## src/rtl/irq_ctrl_pkg.sv

```systemverilog
package irq_ctrl_pkg;
  localparam int NUM_BANKS = 2;
  localparam int DATA_W    = 32;
  localparam int ADDR_W    = 3;
  localparam int CUST_LSB  = 9;
  localparam int CUST_N    = 4;
  localparam logic [DATA_W-1:0] VALID_MASK = 32'hAF83_BFFF;
  localparam logic [DATA_W-1:0] CUST_MASK  = DATA_W'(((1 << CUST_N) - 1) << CUST_LSB);

  localparam logic [ADDR_W-1:0] ADR_SEL0 = ADDR_W'(0);
  localparam logic [ADDR_W-1:0] ADR_POL  = ADDR_W'(NUM_BANKS);
  localparam logic [ADDR_W-1:0] ADR_CLR  = ADDR_W'(NUM_BANKS + 1);
  localparam logic [ADDR_W-1:0] ADR_FLG0 = ADDR_W'(NUM_BANKS + 2);
  localparam logic [ADDR_W-1:0] ADR_SWI  = ADDR_W'(2 * NUM_BANKS + 2);

  typedef struct packed {
    logic [NUM_BANKS-1:0]             selWe;
    logic [NUM_BANKS-1:0][DATA_W-1:0] selData;
    logic                             polWe;
    logic [NUM_BANKS-1:0]             polData;
    logic [DATA_W-1:0]                clrMask;
    logic [CUST_N-1:0]                swBits;
  } ctrl_strobe_t;
endpackage

```

## src/rtl/irq_write_ctrl.sv

```systemverilog
module irq_write_ctrl
  import irq_ctrl_pkg::*;
(
  input  logic              hostWe,
  input  logic [ADDR_W-1:0] hostAddr,
  input  logic [DATA_W-1:0] hostData,
  input  logic              seqWe,
  input  logic [ADDR_W-1:0] seqAddr,
  input  logic [DATA_W-1:0] seqData,
  output ctrl_strobe_t      strb
);
  // Host decoded first; sequencer decoded second so it overrides on collision.
  always_comb begin
    strb = '0;
    if (hostWe) begin
      for (int b = 0; b < NUM_BANKS; b++) begin
        if (hostAddr == ADR_SEL0 + ADDR_W'(b)) begin
          strb.selWe[b]   = 1'b1;
          strb.selData[b] = hostData;
        end
      end
      if (hostAddr == ADR_POL) begin
        strb.polWe   = 1'b1;
        strb.polData = hostData[NUM_BANKS-1:0];
      end
      if (hostAddr == ADR_CLR) strb.clrMask = strb.clrMask | hostData;
      // host writes to ADR_SWI are intentionally dropped
    end
    if (seqWe) begin
      for (int b = 0; b < NUM_BANKS; b++) begin
        if (seqAddr == ADR_SEL0 + ADDR_W'(b)) begin
          strb.selWe[b]   = 1'b1;
          strb.selData[b] = seqData;
        end
      end
      if (seqAddr == ADR_POL) begin
        strb.polWe   = 1'b1;
        strb.polData = seqData[NUM_BANKS-1:0];
      end
      if (seqAddr == ADR_CLR) strb.clrMask = strb.clrMask | seqData;
      if (seqAddr == ADR_SWI) strb.swBits = seqData[CUST_LSB +: CUST_N];
    end
  end
endmodule

```

## src/rtl/irq_flag_datapath.sv

```systemverilog
module irq_flag_datapath
  import irq_ctrl_pkg::*;
(
  input  logic                             clk,
  input  logic                             rstN,
  input  logic [DATA_W-1:0]                evtIn,
  input  ctrl_strobe_t                     strb,
  input  logic [ADDR_W-1:0]                rdAddr,
  output logic [DATA_W-1:0]                rdData,
  output logic [NUM_BANKS-1:0]             irqOut,
  output logic [DATA_W-1:0]                srcVec,
  output logic [NUM_BANKS-1:0][DATA_W-1:0] selVec,
  output logic [NUM_BANKS-1:0][DATA_W-1:0] flagVec,
  output logic [NUM_BANKS-1:0]             polVec
);
  // External pulses cannot reach custom positions; only the sequencer strobe can.
  assign srcVec = ((evtIn & ~CUST_MASK) |
                   (DATA_W'(strb.swBits) << CUST_LSB)) & VALID_MASK;

  always_ff @(posedge clk) begin
    if (!rstN)           polVec <= '0;
    else if (strb.polWe) polVec <= strb.polData;
  end

  for (genvar b = 0; b < NUM_BANKS; b++) begin : g_bank
    always_ff @(posedge clk) begin
      if (!rstN) begin
        selVec[b]  <= '0;
        flagVec[b] <= '0;
      end else begin
        if (strb.selWe[b]) selVec[b] <= strb.selData[b] & VALID_MASK;
        // set term ORed after clear term: set wins on collision
        flagVec[b] <= (flagVec[b] & ~strb.clrMask) | (srcVec & selVec[b]);
      end
    end
    assign irqOut[b] = (|flagVec[b]) ^ polVec[b];
  end

  always_comb begin
    rdData = '0;
    for (int b = 0; b < NUM_BANKS; b++) begin
      if (rdAddr == ADR_SEL0 + ADDR_W'(b)) rdData = selVec[b];
      if (rdAddr == ADR_FLG0 + ADDR_W'(b)) rdData = flagVec[b];
    end
    if (rdAddr == ADR_POL) rdData = DATA_W'(polVec);
  end
endmodule

```

## src/rtl/dual_bank_irq_ctrl.sv

```systemverilog
module dual_bank_irq_ctrl
  import irq_ctrl_pkg::*;
(
  input  logic                 clk,
  input  logic                 rstN,
  input  logic [DATA_W-1:0]    evtIn,
  input  logic                 hostWe,
  input  logic [ADDR_W-1:0]    hostAddr,
  input  logic [DATA_W-1:0]    hostData,
  input  logic                 seqWe,
  input  logic [ADDR_W-1:0]    seqAddr,
  input  logic [DATA_W-1:0]    seqData,
  input  logic [ADDR_W-1:0]    rdAddr,
  output logic [DATA_W-1:0]    rdData,
  output logic [NUM_BANKS-1:0] irqOut
);
  ctrl_strobe_t                     strb;
  logic [DATA_W-1:0]                srcVec;
  logic [NUM_BANKS-1:0][DATA_W-1:0] selVec;
  logic [NUM_BANKS-1:0][DATA_W-1:0] flagVec;
  logic [NUM_BANKS-1:0]             polVec;

  irq_write_ctrl u_ctrl (
    .hostWe(hostWe), .hostAddr(hostAddr), .hostData(hostData),
    .seqWe(seqWe), .seqAddr(seqAddr), .seqData(seqData),
    .strb(strb)
  );

  irq_flag_datapath u_dp (
    .clk(clk), .rstN(rstN), .evtIn(evtIn), .strb(strb),
    .rdAddr(rdAddr), .rdData(rdData), .irqOut(irqOut),
    .srcVec(srcVec), .selVec(selVec), .flagVec(flagVec), .polVec(polVec)
  );
endmodule

```

## config.mk

```make
export PLATFORM = sky130hd
export DESIGN_NAME = dual_bank_irq_ctrl
export DESIGN_NICKNAME = d
export VERILOG_FILES = /design/src/rtl/irq_ctrl_pkg.sv /design/src/rtl/irq_write_ctrl.sv /design/src/rtl/irq_flag_datapath.sv /design/src/rtl/dual_bank_irq_ctrl.sv
export SDC_FILE = /design/constraint.sdc
export NUM_CORES = 1
export LEC_CHECK = 0
export BUFFER_PORTS_ARGS = -buffer_cell sky130_fd_sc_hd__buf_2
export CAP_MARGIN = 40
export CORE_ASPECT_RATIO = 1.1
export CORE_MARGIN = 5
export CORE_UTILIZATION = 55
export CTS_CLUSTER_SIZE = 25
export DETAILED_ROUTE_END_ITERATION = 12
export GPL_TIMING_DRIVEN = 0
export PLACE_DENSITY = 0.86
export SLEW_MARGIN = 30
export SYNTH_ARGS = -nofsm -noshare
export SYNTH_HDL_FRONTEND = slang
export SYNTH_HIERARCHICAL = 1
export SYNTH_SLANG_ARGS = --single-unit
```

## constraint.sdc

```tcl
create_clock -name clk -period 2.4 [get_ports clk]
set_clock_uncertainty 0.2 [all_clocks]
set_input_delay 0.24 -clock clk [delete_from_list [all_inputs] [get_ports clk]]
set_output_delay 0.24 -clock clk [all_outputs]
set_load 0.05 [all_outputs]
```

Yosys cells after proc, flatten, opt, wreduce, memory -nomap -nowiden
Index checks and enable logic that the tools add are counted.

cells by class
  multipliers = 0
  $lt $le $gt $ge = 0
  bitwise gates (word level) = 11
  shift-type cells = 0
  div/mod/pow operators = 0
  equal/unequal tests = 11
  muxes and demuxes = 20
  reduce and logical (&&, ||, !) cells = 5
  add/sub/neg operators = 0

operator list
  cell                  number
  $mux W32              11
  $and A32 B32 Y32      4
  $mux W105             1
  $mux W101             1
  $or A32 B32 Y32       3
  $reduce_or A32 Y1     2
  $not A32 Y32          1
  $or A32 B13 Y32       1
  $eq A3 B2 Y1 const B  5
  $eq A3 B1 Y1 const B  3
  $eq A3 B3 Y1 const B  3
  $logic_not A3 Y1      3
  $mux W3               2
  $mux W1               4
  $mux W4               1
  $xor A1 B1 Y1         2

storage, ports and cells
  word-level logic and storage cells = 52
  memory bits (writable) = 0
  memories kept = 0
  register bits = 114
  bits in read-only memories = 0
  bits in latches = 0
  output and inout bits = 34

Logic depth before layout (Yosys ltp)
Gate-level depths: netlist of run 1.

  depth in word-level cells = 9
  mapped depth = 8
  depth with buffers taken out = 5

Hierarchy
Netlist of run 1, hierarchy kept.

modules (own cells, without submodules)
  module             times used  seq. area each (µm²)  area each (µm²)  cells each
  irq_flag_datapath  1           2282.2                5472.7           521
  irq_write_ctrl     1           0.0                   1156.1           140

Least setup slack after synthesis of run 1
Ideal clock, no wire load.

  path kind = input to output
  start = input rdAddr[0]
  end = output rdData[0]
  slack = 0.170 ns
  data required time = 1.960 ns
  cell stages on the path = 4
  data arrival time = 1.790 ns
  cell sequence = buf_6 > mux4_2 > inv_1 > o21ai_0

between the ends
  cells in the longest elaborated chain, start to end = 6
  elaborated cells on any way between the ends = 10
  classes of those cells = 4 x eq/ne; 5 x mux; 1 x reduce/logical

RTL lines
  element           RTL line                  text
  start, declared   dual_bank_irq_ctrl.sv:13  input logic [ADDR_W-1:0] rdAddr,
  $logic_not A3 Y1  irq_flag_datapath.sv:42   if (rdAddr == ADR_SEL0 + ADDR_W'(b)) rdData = selVec[b];
  $mux W32          irq_flag_datapath.sv:42
  $mux W32          irq_flag_datapath.sv:43   if (rdAddr == ADR_FLG0 + ADDR_W'(b)) rdData = flagVec[b];
  $mux W32          irq_flag_datapath.sv:42
  $mux W32          irq_flag_datapath.sv:43
  $mux W32 (*)      irq_flag_datapath.sv:45   if (rdAddr == ADR_POL) rdData = DATA_W'(polVec);
  end, declared     dual_bank_irq_ctrl.sv:14  output logic [DATA_W-1:0] rdData,

Mark *: on every way between the ends. The rest lies on a longest branch, timed or not.

Final worst setup path of run 1
  start = register u_dp/flagVec[26] in the netlist's numbering
  end = output irqOut[0]

between the ends
  cells in the longest elaborated chain, start to end = 2

RTL lines
  element                          RTL line                  text
  start, declared                  irq_flag_datapath.sv:13   output logic [NUM_BANKS-1:0][DATA_W-1:0] flagVec,
  start signal, assigned by index  irq_flag_datapath.sv:33   flagVec[b] <= (flagVec[b] & ~strb.clrMask) | (srcVec & selVec[b]);
  $reduce_or A32 Y1                irq_flag_datapath.sv:36   assign irqOut[b] = (|flagVec[b]) ^ polVec[b];
  $xor A1 B1 Y1                    irq_flag_datapath.sv:36
  end, declared                    dual_bank_irq_ctrl.sv:15  output logic [NUM_BANKS-1:0] irqOut

Every way passes these cells.

==> results of run 1 <==
## layer usage
metal | global-route usage | vias to the layer above | wire length [um]
met4 | 0.167 | 0 | 948
met2 | 0.498 | 465 | 10100
li1 | - | 2564 | -
met1 | 0.347 | 2855 | 7620
met3 | 0.0751 | 84 | 2220
met5 | 0 | - | 0
## power groups by stage
stage	Clock, W	Sequential (W)	Combinational (W)
2_1_floorplan	0	0.00195	0.000247
3_3_place_gp	0	0.00195	0.000432
3_5_place_dp	0	0.00195	0.000443
4_1_cts	0.00240	0.00191	0.000472
5_1_grt	0.00249	0.00191	0.000514
6_report	0.00240	0.00191	0.000494
## registers in the layout (all words and copies together), names as in the netlist
signal / flops
u_dp/selVec: 48
u_dp/polVec: 2
u_dp/flagVec: 64
## worst max-delay path: cells and delay by family, from the launching register on
family / cells / cell delay [ps]
and+or+nand+nor: 3 / 720
DFF: 1 / 370
buffers and inverters: 1 / 230
xor gates and xnor gates: 1 / 140
## cells in the final DEF, fill, tap and decap left out, drive strengths merged
cell type / count
buf: 152
nor2b: 120
dfxtp: 114
a22o: 82
mux2i: 58
clkbuf: 53
a22oi: 48
inv: 28
mux4: 24
dlygate4sd3: 20
and3b: 16
nor4: 16
nor2: 14
diode: 6
clkinv: 4
and2: 4
nand4: 4
and4b: 3
bufinv: 2
nand2: 2
and4bb: 2
nand4bb: 2
nand2b: 2
nand3: 2
o21ai: 2
xnor2: 2
or4b: 1
nor4b: 1
## worst paths after layout
check	endpoint	slack, ps	cells past startpoint
worst min-delay path	u_dp/selVec[27]	40	4
worst max register to register	u_dp/flagVec[23]	1330	2
worst min register to register	u_dp/flagVec[53]	320	1
worst max-delay path	irqOut[0]	80	5
## area by class of cell
class                      count  share of cell area
multi-input combinational    405               0.456
sequential                   114               0.291
timing repair buffer         151               0.111
clock buffer                  25              0.0605
buffer                        49              0.0333
tap                          147              0.0234
inverter                      28              0.0134
clock inverter                 6              0.0102
antenna                        6             0.00191
## timing repair
item / CTS / global route
gates resized for setup: 6 / 13
hold buffers: 20 / 0
endpoints found under the hold margin: 39 / 0
buffers inserted: 0 / 4
pin swaps: 0 / 6
endpoints found under the setup margin: 2 / 3
## stage by stage
stage | setup slack [ps] | area [um^2] | instances | total power, W
floorplan | 170 | 6120 | 596 | 0.00220
global placement | -203 | 6940 | 870 | 0.00238
detailed placement | -233 | 6940 | 870 | 0.00239
CTS | 16.3 | 7740 | 921 | 0.00479
global route | -5.47 | 7860 | 931 | 0.00491
finish | 83.0 | 7860 | 931 | 0.00481
==> flow_summary.json, run 1 <==
{
  "status": "completed",
  "tightestPinTransition_ps": 709,
  "fin_crit_ps": 2320,
  "crit_chain": "nor4_4 > nand4_1 > nor2_2 > xnor2_1 > buf_4",
  "slew_violations": 0,
  "final.period_utilization": 0.965,
  "drtIter0Drc": 694,
  "grt_max_degree": 17,
  "yosys_warnings": 6,
  "arrival_ps": 1880,
  "fmax_mhz": 432,
  "switching_share": 0.232,
  "start_util": 0.561,
  "fin_util": 0.720,
  "first_pass_iters": 6,
  "worstHoldStart": "hostData[27]",
  "clkTransAtPathRegs_ps": 50,
  "drtAntennaViolNets": 0,
  "worst_ep_required_time_ps": 1960,
  "die-area_um2": 13300,
  "vias": 5968,
  "drc": 0,
  "fillers": 757,
  "syn_to_final_growth_pct": 28.3,
  "syn_inst": 596,
  "nNetsFinal": 875,
  "crit_path_top_delay_cell": "dfxtp_1",
  "grt_util_all_layers": 0.297,
  "cp-start-kind": "flop",
  "tritoncts": "done",
  "antenna_found_initial": 6,
  "p_switching_w": 0.00111,
  "reg2reg_from": "u_dp/flagVec[23]",
  "place.gp.congestion": 0.948,
  "rows": 40,
  "p_comb_frac": 0.103,
  "globalRouteOverflowTotal": 0,
  "die_w_um": 111,
  "power_frac_seq": 0.398,
  "wire_per_inst_um": 22.4,
  "avgSynthCellArea_um2": 10.3,
  "fin_tns_setup_ps": 0,
  "vias_per_cell": 6.41,
  "end_kind": "output port",
  "coreArea_um2": 10900,
  "p_int_w": 0.00369,
  "grt_pass1_vias": 5959,
  "syn_area_um2": 6120,
  "seq_area_um2": 2280,
  "clk-insertion-delay-late_ps": 420,
  "synth_fp_nets": 705,
  "multiInputGateArea_um2": 3580,
  "cts.sink_count": 114,
  "power.density_nw_per_um2": 612,
  "crit_fanout": 3,
  "port_buffers": 127,
  "finalHoldWorstSlack_ps": 37.2,
  "ios": 143,
  "totalWireLength_mm": 20.9,
  "slowest_delay_ps": 370,
  "die_h_um": 121,
  "hp-class": "primary input to flop",
  "power.ir.vdd_worst_mv": 0.469,
  "hold_viol": 0,
  "slew_headroom": 0.527,
  "path_class": "flop to output port",
  "cts_root_buf": "clkbuf_16",
  "drive_gt1_frac": 0.276,
  "dpl.hpwl_mm": 14.2,
  "cts_max_level": 4,
  "clkPwrFrac": 0.499,
  "cap_violations": 0,
  "startpoint": "u_dp/flagVec[26]",
  "cts-buffers-inserted": 17,
  "setup_viol": 0,
  "grt_pass1_wl_mm": 31.2,
  "cts_buffer_depth": 2,
  "p_leak_nw": 3.12
}
Power figures use the tool's default switching activity.
==> run 2, diff against run 1 <==
--- a/config.mk
+++ b/config.mk
@@ -14,6 +14,7 @@
 export DETAILED_ROUTE_END_ITERATION = 12
 export GPL_TIMING_DRIVEN = 0
 export PLACE_DENSITY = 0.86
+export REMOVE_ABC_BUFFERS = 1
 export SLEW_MARGIN = 30
 export SYNTH_ARGS = -nofsm -noshare
 export SYNTH_HDL_FRONTEND = slang
==> flow_summary.json, run 2 (synthesis gave the netlist of run 1 again) <==
{
  "status": "completed",
  "vias": 5480,
  "path_class": "flop to output port",
  "die_h_um": 121,
  "power_w": 0.00484,
  "wire_per_inst_um": 21.1,
  "coreArea_um2": 10900,
  "final_cell_mix": "buf_2, nor2b_1, dfxtp_1",
  "final.period_utilization": 0.993,
  "largest-register": "u_dp/flagVec",
  "drive_gt1_frac": 0.280,
  "power.density_nw_per_um2": 629,
  "layout_commonest_cell": "buf_2",
  "setup_viol": 0,
  "worst_ep_required_time_ps": 1960,
  "drtIter0Drc": 480,
  "cp-start-kind": "flop",
  "place.gp.congestion": 0.873,
  "fin_tns_setup_ps": 0,
  "power.ir.vdd_worst_mv": 0.498,
  "fin_cells": 885,
  "crit_path_top_delay_cell": "nor4_1",
  "fillers": 760,
  "fin_ws_ps": 16.3,
  "ios": 143,
  "grt_pass1_wl_mm": 29.5,
  "cts-buffers-inserted": 17,
  "cts_buffer_depth": 2,
  "syn_to_final_growth_pct": 25.6,
  "fmax_mhz": 420,
  "rows": 40,
  "hp-class": "primary input to flop",
  "slew_violations": 0,
  "slew_headroom": 0.450,
  "fin_crit_ps": 2380,
  "drtAntennaViolNets": 0,
  "drc": 0,
  "tritoncts": "done",
  "hold_depth": 4,
  "cts.sink_count": 114,
  "antenna_found_initial": 2,
  "start_util": 0.561,
  "dpl.hpwl_mm": 12.1,
  "die-area_um2": 13300,
  "place_ws_ps": -306,
  "slowest_delay_ps": 380,
  "grt_max_degree": 115,
  "top_regs": "u_dp/flagVec x64, u_dp/selVec x48, u_dp/polVec x2",
  "die_w_um": 111,
  "cp_num_buf_inv": 1,
  "first_pass_iters": 5,
  "cts_max_level": 4,
  "port_buffers": 130,
  "clk-insertion-delay-late_ps": 410,
  "largest_register_ffs": 64,
  "crit_chain": "nor4_1 > nand4_1 > nor2_1 > xnor2_1 > clkbuf_4",
  "cts_root_buf": "clkbuf_16",
  "placed_cells": 830,
  "crit_fanout": 3,
  "cts_setup_buffers": 0,
  "tightestPinTransition_ps": 823,
  "cap_violations": 0,
  "crit_family": "simple AND/OR/NAND/NOR gates",
  "end_kind": "output port",
  "arrival_ps": 1940,
  "clkTransAtPathRegs_ps": 60,
  "grt_util_all_layers": 0.277,
  "hold_viol": 0,
  "finalHoldWorstSlack_ps": 31.3,
  "rsz0062_at_grt": "no",
  "globalRouteOverflowTotal": 0,
  "totalWireLength_mm": 18.7,
  "vias_per_cell": 6.19,
  "reg2reg_depth": 2,
  "nNetsFinal": 832,
  "worst-path-stages": 5,
  "p_leak_nw": 3.00,
  "rrSetupSlack_ps": 1440,
  "grt_pass1_vias": 5775
}
-- run 2: cell count changes in the layout (fill, tap and decap cells not counted), moves of 3 or more --
| cell | before | now |
|---|---|---|
| clkbuf_1 | 34 | 1 |
| buf_2 | 136 | 126 |
| buf_6 | 7 | 1 |
| buf_4 | 9 | 4 |
| nor4_4 | 6 | 1 |
| buf_16 | 0 | 4 |
| diode_2 | 6 | 2 |
| nor4_1 | 8 | 12 |
| clkinv_2 | 4 | 7 |
-- run 2: per-stage QoR --
| step | cell area [um^2] | util |
|---|---|---|
| floorplan | 5860 | - |
| CTS | 7640 | 0.700 |
| global placement | 6700 | 0.614 |
| finish | 7690 | 0.705 |
| global route | 7690 | 0.705 |
| detailed placement | 6840 | 0.627 |
-- run 2: routing by layer --
metal	global-route usage	wire length (um)	part of all wire	vias to the layer above
li1	-	-	-	2471
met1	0.318	7190	0.38	2607
met2	0.460	9150	0.49	322
met3	0.0621	1370	0.073	80
met4	0.187	979	0.052	0
met5	0	0	0	-
-- run 2: power by group --
group	total (W)	internal, W	switching, W
logic	0.000466	0.000219	0.000248
clock network	0.00246	0.00159	0.000864
registers	0.00191	0.00190	0.00000826
-- run 2: final timing paths --
| check | startpoint | endpoint |
|---|---|---|
| setup reg to reg | u_dp/selVec[23] | u_dp/selVec[23] |
| hold reg to reg | u_dp/flagVec[52] | u_dp/flagVec[52] |
| setup / recovery | u_dp/flagVec[22] | irqOut[0] |
| hold / removal | hostData[31] | u_dp/selVec[63] |
-- run 2: timing repair --
item / in CTS / in global routing
hold buffers: 20 / 0
pin swaps: 0 / 0
hold endpoints to repair: 40 / 0
setup endpoints to repair: 2 / 3
gates resized for setup: 3 / 5
-- run 2: tightest hold or removal path, cell delays in order --
cell and delay, ps:
buf_2 100, a22o_1 120, mux2i_1 60, nor2b_1 90
-- run 2: layout make-up --
| type | count | area, um^2 | area share |
|---|---|---|---|
| multi-input cells | 405 | 3530 | 0.458 |
| flip-flops and latches | 114 | 2280 | 0.297 |
| repair buffers | 157 | 1010 | 0.131 |
| clock buffers | 21 | 470 | 0.0612 |
| well taps | 147 | 184 | 0.0239 |
| clock inverters | 11 | 110 | 0.0143 |
| inverters | 28 | 105 | 0.0137 |
| diodes | 2 | 5.00 | 0.000651 |
